$ cat src/rtl/hbp_pkg.sv
package hbp_pkg;

    localparam int CTL_W  = 5;
    localparam int PEND_W = 2;

    // Control field layout, LSB first: read qual, write qual, data enable,
    // fetch enable, range mode.
    typedef struct packed {
        logic rng;
        logic fetch_en;
        logic data_en;
        logic wr_en;
        logic rd_en;
    } hbp_ctl_t;

    typedef enum logic [1:0] {
        SEL_CTL  = 2'd0,
        SEL_ADR0 = 2'd1,
        SEL_ADR1 = 2'd2,
        SEL_STAT = 2'd3
    } hbp_sel_e;

endpackage

$ cat src/rtl/hbp_match.sv
module hbp_match #(
    parameter int ADDR_W = 16
) (
    input  logic [ADDR_W-1:0] addr,
    input  logic              active,
    input  logic [ADDR_W-1:0] lo,
    input  logic [ADDR_W-1:0] hi,
    input  logic              rng,
    output logic              hit0,
    output logic              hit1
);

    always_comb begin
        if (rng) begin
            hit0 = active && (lo <= addr) && (addr <= hi);
            hit1 = 1'b0;
        end else begin
            hit0 = active && (addr == lo);
            hit1 = active && (addr == hi);
        end
    end

endmodule

$ cat src/rtl/hbp_regs.sv
module hbp_regs
    import hbp_pkg::*;
#(
    parameter int ADDR_W   = 16,
    parameter int RANGE_EN = 1
) (
    input  logic              clk,
    input  logic              rst_n,
    input  logic              wr,
    input  logic [1:0]        wsel,
    input  logic [ADDR_W-1:0] wdata,
    input  logic [1:0]        rsel,
    input  logic [PEND_W-1:0] hits,
    output hbp_ctl_t          ctl_o,
    output logic [ADDR_W-1:0] adr0_o,
    output logic [ADDR_W-1:0] adr1_o,
    output logic [PEND_W-1:0] pend_o,
    output logic [ADDR_W-1:0] rdata
);

    localparam logic RNG_ON = (RANGE_EN != 0);

    typedef struct packed {
        hbp_ctl_t          ctl;
        logic [ADDR_W-1:0] adr0;
        logic [ADDR_W-1:0] adr1;
        logic [PEND_W-1:0] pend;
    } state_t;

    state_t st_d, st_q;

    always_comb begin
        st_d = st_q;
        if (wr) begin
            case (hbp_sel_e'(wsel))
                SEL_CTL: begin
                    st_d.ctl     = hbp_ctl_t'(wdata[CTL_W-1:0]);
                    st_d.ctl.rng = wdata[CTL_W-1] & RNG_ON;
                end
                SEL_ADR0: st_d.adr0 = wdata;
                SEL_ADR1: st_d.adr1 = wdata;
                SEL_STAT: st_d.pend = st_q.pend & ~wdata[PEND_W-1:0];
                default:  st_d = st_q;
            endcase
        end
        // a hit in the same cycle outranks a clear
        st_d.pend = st_d.pend | hits;
    end

    always_ff @(posedge clk or negedge rst_n) begin
        if (!rst_n) st_q <= '0;
        else        st_q <= st_d;
    end

    always_comb begin
        case (hbp_sel_e'(rsel))
            SEL_CTL:  rdata = {{(ADDR_W-CTL_W){1'b0}}, st_q.ctl};
            SEL_ADR0: rdata = st_q.adr0;
            SEL_ADR1: rdata = st_q.adr1;
            default:  rdata = {{(ADDR_W-PEND_W){1'b0}}, st_q.pend};
        endcase
    end

    assign ctl_o  = st_q.ctl;
    assign adr0_o = st_q.adr0;
    assign adr1_o = st_q.adr1;
    assign pend_o = st_q.pend;

    // a pending bit only drops after a status write with that bit set
    for (genvar i = 0; i < PEND_W; i++) begin : g_pend_chk
        a_r7_clear_needs_w1c: assert property (@(posedge clk) disable iff (!rst_n)
            $fell(st_q.pend[i]) |-> $past(wr && wsel == SEL_STAT && wdata[i]));
    end

    // range bit stays low when range support is built out
    a_r9_range_forced_off: assert property (@(posedge clk) disable iff (!rst_n)
        (RANGE_EN == 0) |-> !st_q.ctl.rng);

    // address registers only change through a write to their select
    a_r8_adr0_hold: assert property (@(posedge clk) disable iff (!rst_n)
        !$past(wr && wsel == SEL_ADR0) |-> $stable(st_q.adr0));

endmodule

$ cat src/rtl/hbp_unit.sv
module hbp_unit
    import hbp_pkg::*;
#(
    parameter int ADDR_W   = 16,
    parameter int RANGE_EN = 1
) (
    input  logic              clk,
    input  logic              rst_n,
    input  logic [ADDR_W-1:0] fetch_addr,
    input  logic              fetch_stb,
    input  logic [ADDR_W-1:0] data_addr,
    input  logic              data_rd,
    input  logic              data_wr,
    input  logic              reg_wr,
    input  logic [1:0]        reg_wsel,
    input  logic [ADDR_W-1:0] reg_wdata,
    input  logic [1:0]        reg_rsel,
    output logic [ADDR_W-1:0] reg_rdata,
    output logic              halt_req,
    output logic [1:0]        pend
);

    localparam int N_SRC = 2;  // source 0: fetch, source 1: data

    hbp_ctl_t          ctl;
    logic [ADDR_W-1:0] adr0, adr1;
    logic [PEND_W-1:0] pend_q;
    logic [ADDR_W-1:0] src_addr [N_SRC];
    logic [N_SRC-1:0]  src_act;
    logic [N_SRC-1:0]  src_hit0, src_hit1;
    logic [PEND_W-1:0] hits;

    always_comb begin
        src_addr[0] = fetch_addr;
        src_addr[1] = data_addr;
        src_act[0]  = fetch_stb && ctl.fetch_en;
        src_act[1]  = ctl.data_en && ((data_rd && ctl.rd_en) || (data_wr && ctl.wr_en));
    end

    for (genvar s = 0; s < N_SRC; s++) begin : g_src
        hbp_match #(.ADDR_W(ADDR_W)) u_match (
            .addr   (src_addr[s]),
            .active (src_act[s]),
            .lo     (adr0),
            .hi     (adr1),
            .rng    (ctl.rng),
            .hit0   (src_hit0[s]),
            .hit1   (src_hit1[s])
        );
    end

    assign hits     = {|src_hit1, |src_hit0};
    assign halt_req = |hits;
    assign pend     = pend_q;

    hbp_regs #(.ADDR_W(ADDR_W), .RANGE_EN(RANGE_EN)) u_regs (
        .clk    (clk),
        .rst_n  (rst_n),
        .wr     (reg_wr),
        .wsel   (reg_wsel),
        .wdata  (reg_wdata),
        .rsel   (reg_rsel),
        .hits   (hits),
        .ctl_o  (ctl),
        .adr0_o (adr0),
        .adr1_o (adr1),
        .pend_o (pend_q),
        .rdata  (reg_rdata)
    );

    // a halt request needs a strobe on some watched bus
    a_r2_halt_has_strobe: assert property (@(posedge clk) disable iff (!rst_n)
        halt_req |-> (fetch_stb || data_rd || data_wr));

    // data accesses cannot halt while data breaking is off
    a_r4_data_off_quiet: assert property (@(posedge clk) disable iff (!rst_n)
        (!ctl.data_en && !fetch_stb) |-> !halt_req);

    // every halt leaves a pending bit behind
    a_r6_halt_sets_pend: assert property (@(posedge clk) disable iff (!rst_n)
        halt_req |=> (pend != 2'b00));

    // range mode never reports through pending bit 1
    a_r5_range_no_pend1: assert property (@(posedge clk) disable iff (!rst_n)
        (ctl.rng && !$past(pend_q[1])) |-> !pend_q[1] || !$past(ctl.rng));

endmodule

$ cat config.mk
export PLATFORM = sky130hd
export DESIGN_NAME = hbp_unit
export DESIGN_NICKNAME = d
export VERILOG_FILES = /design/src/rtl/hbp_pkg.sv /design/src/rtl/hbp_match.sv /design/src/rtl/hbp_regs.sv /design/src/rtl/hbp_unit.sv
export SDC_FILE = /design/constraint.sdc
export NUM_CORES = 1
export LEC_CHECK = 0
export BUFFER_PORTS_ARGS = -buffer_cell sky130_fd_sc_hd__buf_2
export CORE_ASPECT_RATIO = 1.1
export CORE_MARGIN = 3
export CORE_UTILIZATION = 50
export CTS_CLUSTER_DIAMETER = 100
export DETAILED_ROUTE_END_ITERATION = 7
export PLACE_DENSITY = 0.77
export SLEW_MARGIN = 20
export SYNTH_ARGS = -nofsm -noshare
export SYNTH_HDL_FRONTEND = slang
export SYNTH_HIERARCHICAL = 1
export SYNTH_SLANG_ARGS = --single-unit
export TNS_END_PERCENT = 10
$ cat constraint.sdc
create_clock -name clk -period 2.5 [get_ports clk]
set_input_delay 0.5 -clock clk [delete_from_list [all_inputs] [get_ports clk]]
set_output_delay 0.5 -clock clk [all_outputs]
set_load 0.02 [all_outputs]
==> results of run 1 <==
routing by layer:
layer / up-vias / share of wire, % / GRT usage (%)
met2: 118 / 49 / 43.3
met5: - / 0 / 0
li1: 1506 / - / -
met3: 31 / 6.5 / 5.35
met1: 1490 / 41 / 30.1
met4: 0 / 3.4 / 12.0
through the flow:
step | instance area (um2) | setup slack, ns | hold slack (ns) | power (mW) | setup TNS [ns]
CTS | 4630 | -0.527 | 0.370 | 2.75 | -0.527
floorplan | 3680 | -0.00306 | 0.204 | 1.63 | -0.00306
global placement | 4440 | -0.423 | 0.491 | 2.07 | -0.423
global route | 4790 | -0.647 | 0.407 | 3.04 | -0.647
detailed placement | 4440 | -0.479 | 0.499 | 2.13 | -0.479
finish | 4790 | -0.575 | 0.328 | 2.83 | -0.575
report_power, final:
group          switching, mW  leakage (nW)  internal [mW]
combinational          0.666          2.02          0.723
sequential             0.126         0.461          0.753
clock                  0.235        0.0612          0.323
total                   1.03          2.54           1.80
flip-flops by register name, indices dropped and copies added (netlist names):
signal / flops
u_regs/pend_o: 2
u_regs/adr0_o: 16
u_regs/ctl_o: 5
u_regs/adr1_o: 16
worst max-delay path by stage:
stage,depth (start not counted),start,end,slack (ns)
floorplan,9,fetch_addr[9],halt_req,-0.003
global placement,11,fetch_addr[9],halt_req,-0.42
detailed placement,11,fetch_addr[9],halt_req,-0.48
CTS,10,u_regs/adr1_o[9],halt_req,-0.53
global route,9,u_regs/adr0_o[9],halt_req,-0.65
finish,11,u_regs/adr1_o[10],halt_req,-0.58
final cells by class:
| type | count | area, um2 | area share (%) |
|---|---|---|---|
| Tap cell | 82 | 103 | 2.14 |
| Sequential cell | 39 | 977 | 20.4 |
| Clock buffer | 6 | 82.6 | 1.72 |
| Multi-Input combinational cell | 238 | 2560 | 53.5 |
| Inverter | 68 | 268 | 5.59 |
| Timing Repair Buffer | 126 | 762 | 15.9 |
| Clock inverter | 2 | 35.0 | 0.732 |
timing repair:
action	CTS	global route
cloned	0	0
endpoints found under the setup margin	1	1
setup buffers	4	3
pin swaps	6	14
gates resized for setup	12	16
cells in the final DEF, fill, tap and decap left out, drive strengths merged, types with 2 or more instances in the layout:
master,instances
a21boi,2
a21o,5
a21oi,26
a221o,2
a22o,11
a22oi,2
a31oi,2
and3,3
and4,3
buf,126
clkbuf,6
dfrtp,39
ha,64
inv,68
mux2,37
mux2i,3
mux4,2
nand2,15
nand3,6
nand3b,3
nand4,13
nor2,3
nor2b,6
nor3,2
nor3b,2
nor4,3
o211ai,3
o21ai,6
o2bb2ai,3
or2,3
logic make-up after synthesis:
group | Yosys count | synth area share (%)
buf+inv | 73 | 8.61
compound gates | 67 | 13.1
simple gates | 65 | 11.7
fa+ha+maj | 64 | 22.8
mux | 42 | 16.1
flops | 39 | 27.7
==> impl_metrics.json, run 1 <==
{
  "period_minus_slack_ns": 3.08,
  "crit_chain": "inv_1 > ha_4 > buf_4 > and3_1 > o21ai_1 > a21oi_1 > o41ai_1 > a21boi_1 > or2_1 > or2_4 > buf_6",
  "die_w_um": 86.0,
  "drt_iter0_markers": 152,
  "rsz0062_at_grt": "yes",
  "grt_overflow": 0,
  "drt-total-wl_um": 9990,
  "relSlewSlack_pct": 39.0,
  "core_area_mm2": 0.00671,
  "cts_root_buf": "clkbuf_8",
  "yosysMostFrequentCell": "inv_1",
  "r2r_slack_ns": 0.12,
  "drive_above_1_share_pct": 46.1,
  "io_buffers": 76,
  "synthCells": 350,
  "critical_path_required_ns": 2.00,
  "setup_slack_ns": -0.575,
  "period_share_pct": 123,
  "rr_startpoint": "u_regs/adr1_o[12]",
  "layout.cells.non_filler": 561,
  "violations": "negative setup slack",
  "grt_pass1_wl_um": 15900,
  "cts_max_level": 2,
  "synth.largest_area_cell": "dfrtp_1",
  "fin_util_pct": 71.4,
  "path_buf_inv": 3,
  "synthDistinctLibCells": 47,
  "cp.arrival_ns": 2.58,
  "dp.cells": 546,
  "synthTopCellsByArea": "dfrtp_1 (28%), ha_1 (23%), mux2_4 (8.5%)",
  "maxCapViolCount": 0,
  "cts_sinks": 39,
  "cp_max_fo": 3,
  "start_util_pct": 52.4,
  "antenna_found_initial": 0,
  "drt-wirelength-per-cell_um": 17.8,
  "vias": 3145,
  "cp_top_family": "compound AO/OA/AOI/OAI gates",
  "fp-row-count": 31,
  "dp_hpwl_um": 7740,
  "drc": 0,
  "crit_slowest_cell": "dfrtp_1",
  "tightest_slew_ns": 0.914,
  "ys_warn_count": 6,
  "ff2ff_path_depth": 11,
  "synth_top_area_share_pct": 27.7,
  "seq_area_frac_synth_pct": 27.7,
  "ios": 77,
  "gr-usage-all-layers_pct": 25.4,
  "die_y_um": 94.0,
  "avgSynthCellArea_um2": 10.0,
  "path_clk_slew_ns": 0.08,
  "dieArea_mm2": 0.00808,
  "outcome": "finished with violations",
  "cts_tree": "done",
  "rr_endpoint": "u_regs/pend_o[0]",
  "worstSetupEndpointType": "primary output",
  "antennaDiodeCount": 0,
  "via_per_inst": 5.61,
  "cts_hold_buf": 0,
  "synthTopCellsByCount": "inv_1 (68), ha_1 (64), dfrtp_1 (39)",
  "syn2layout_area_growth_pct": 36.1,
  "netlist_area_mm2": 0.00352,
  "startpoint_type": "flop",
  "drtAntennaViolNets": 0,
  "setup_viol": 1,
  "nFillCells": 508,
  "cts_buffers": 5,
  "fmaxAchievable_ghz": 0.325,
  "synth_enable_flop_cells": 0,
  "hp-class": "in -> async",
  "ys_ff_latch": 39,
  "ys_async_sr_fraction_pct": 100,
  "critPathKind": "reg -> out",
  "grt_max_degree": 40,
  "firstDrtPassIters": 4,
  "slowest_delay_ns": 0.40,
  "syn_nets": 472,
  "final_nets": 600,
  "clk_latency_ns": 0.30,
  "ys.flop_type": "dfrtp_1",
  "gp_congestion": 0.893,
  "fin_skew_ns": 0.00684,
  "cts_max_path_buffers": 2,
  "finalHoldViolCount": 0,
  "peakVddDrop_mv": 0.326,
  "pwr_density_cell_mw_per_mm2": 590,
  "grt_pass1_vias": 3413,
  "drv_slew": 0,
  "leakagePower_nw": 2.54
}
Note: power is estimated with default switching activity, not from simulation.
==> run 2, diff against run 1 <==
==> constraint.sdc (replaced) <==
create_clock -name clk -period 2.5 [get_ports clk]
set_input_delay 0.375 -clock clk [delete_from_list [all_inputs] [get_ports clk]]
set_output_delay 0.375 -clock clk [all_outputs]
set_load 0.02 [all_outputs]
==> run 2 against run 1 <==
Compared with the run above: the run still ends with negative setup slack left; sequential cell count stayed put; non-clock buffer count is 2 lower; global-route usage is 0.21 points lower; register-to-register slack worse by 0.04 ns; clock power is 23% lower; sequential power is 1% lower; critical endpoint unchanged.
==> impl_metrics.json, run 2 (synthesized netlist as in run 1, its figures left out) <==
{
  "outcome": "finished with violations",
  "violations": "negative setup slack",
  "leakagePower_nw": 2.53,
  "grt_max_degree": 40,
  "cts_max_path_buffers": 2,
  "cp_max_fo": 3,
  "worstSetupEndpointType": "primary output",
  "antenna_found_initial": 0,
  "hold_ws_ns": 0.218,
  "cp_top_family": "simple AND/OR/NAND/NOR gates",
  "maxCapViolCount": 0,
  "cts_sinks": 39,
  "syn2layout_area_growth_pct": 29.8,
  "die_y_um": 94.0,
  "crit_chain": "inv_1 > ha_1 > nand4_2 > or3_4 > a21oi_2 > o41ai_2 > a21boi_2 > or2_4 > or2_4 > buf_6",
  "path_clk_slew_ns": 0.08,
  "nFillCells": 517,
  "setup_slack_ns": -0.468,
  "drtAntennaViolNets": 0,
  "rsz0062_at_grt": "yes",
  "dp_hpwl_um": 7680,
  "period_share_pct": 119,
  "gr-usage-all-layers_pct": 25.2,
  "dp.cells": 541,
  "crit_slowest_cell": "or3_4",
  "firstDrtPassIters": 5,
  "power_mw": 2.63,
  "drt-wirelength-per-cell_um": 17.8,
  "cts_tree": "done",
  "drc": 0,
  "tightest_slew_ns": 0.943,
  "pwr_density_cell_mw_per_mm2": 575,
  "start_util_pct": 52.4,
  "grt_overflow": 0,
  "core_area_mm2": 0.00671,
  "layout_common_cells": "buf_2 (75), inv_1 (65), ha_1 (56)",
  "grt_pass1_vias": 3365,
  "r2r_slack_ns": 0.08,
  "drv_slew": 0,
  "peakVddDrop_mv": 0.349,
  "critical_path_required_ns": 2.12,
  "drt-total-wl_um": 9970,
  "antennaDiodeCount": 0,
  "drt_iter0_markers": 177,
  "clk_latency_ns": 0.30,
  "period_minus_slack_ns": 2.97,
  "cts_max_level": 2,
  "vias": 3159,
  "critPathKind": "reg -> out",
  "final_nets": 598,
  "path_buf_inv": 2,
  "cp.arrival_ns": 2.59,
  "relSlewSlack_pct": 37.1,
  "drive_above_1_share_pct": 41.3,
  "cpMostUsedCell": "or2_4",
  "dieArea_mm2": 0.00808,
  "fin_skew_ns": 0.00820,
  "setup_viol": 1,
  "ios": 77,
  "finalHoldViolCount": 0,
  "layout.cells.non_filler": 559,
  "slowest_delay_ns": 0.40,
  "fin_tns_setup_ns": -0.468,
  "cts_root_buf": "clkbuf_8",
  "io_buffers": 76,
  "grt_pass1_wl_um": 15800,
  "startpoint_type": "flop",
  "cts_hold_buf": 0,
  "die_w_um": 86.0,
  "fp-row-count": 31,
  "hp-class": "in -> async",
  "gp_congestion": 0.928,
  "fmaxAchievable_ghz": 0.337,
  "via_per_inst": 5.65,
  "fin_util_pct": 68.0,
  "layout_commonest_cell": "buf_2",
  "cts_buffers": 5
}
[run 2: cell count changes in the layout (fill, tap and decap cells not counted), moves of 2 or more]
| cell | change |
|---|---|
| inv_2 | -4 |
| buf_4 | -2 |
| inv_1 | +7 |
| inv_4 | -2 |
| ha_4 | -13 |
| ha_1 | +13 |
| clkbuf_1 | +2 |
[run 2: layer usage]
layer	wire [um]	GRT usage [%]	vias up	share of wire [%]
li1	-	-	1508	-
met1	4200	30.4	1532	42
met2	4980	44.9	95	50
met3	493	3.77	24	4.9
met4	295	8.97	0	3.0
met5	0	0	-	0
[run 2: stage by stage]
stage               worst slack (ns)  instance area, um2
floorplan                      0.109                3520
global placement              -0.153                4240
detailed placement            -0.267                4240
CTS                           -0.389                4490
global route                  -0.526                4570
finish                        -0.468                4570
[run 2: repair_timing]
item | in CTS | in global routing
gates resized for setup | 13 | 13
gates cloned | 0 | 0
setup buffers | 9 | 1
pin swaps | 7 | 5
endpoints found under the setup margin | 1 | 2
[run 2: final timing paths]
check | from | end | depth (start not counted)
max reg2reg | u_regs/adr1_o[14] | u_regs/pend_o[0] | 11
min reg2reg | u_regs/pend_o[0] | u_regs/pend_o[0] | 1
max in group asynchronous | rst_n | u_regs/ctl_o[2] | 1
min in group clk | reg_wdata[10] | u_regs/adr1_o[10] | 2
max | u_regs/adr1_o[14] | halt_req | 10
min | rst_n | u_regs/adr0_o[8] | 1
[run 2: power by group]
group	internal (mW)	switching [mW]
Combinational	0.679	0.649
Clock	0.196	0.235
Sequential	0.752	0.113
Total	1.63	0.998
[run 2: layout make-up]
class / count / area [um2] / area share, %
clock buffers: 7 / 76.3 / 1.67
clock inverters: 1 / 5.00 / 0.110
inverters: 68 / 255 / 5.59
multi-input cells: 238 / 2400 / 52.6
flip-flops and latches: 39 / 976 / 21.4
well taps: 82 / 103 / 2.25
repair buffers: 124 / 747 / 16.4
[run 2: worst register-to-register path: cells and delay by family (launching register included)]
family | cells | cell delay (ns)
adder cells (fa/ha/maj) | 1 | 0.30
AND/OR/NAND/NOR | 3 | 0.80
AO/OA/AOI/OAI | 4 | 0.52
flip-flops | 1 | 0.38
buffers and inverters | 3 | 0.32
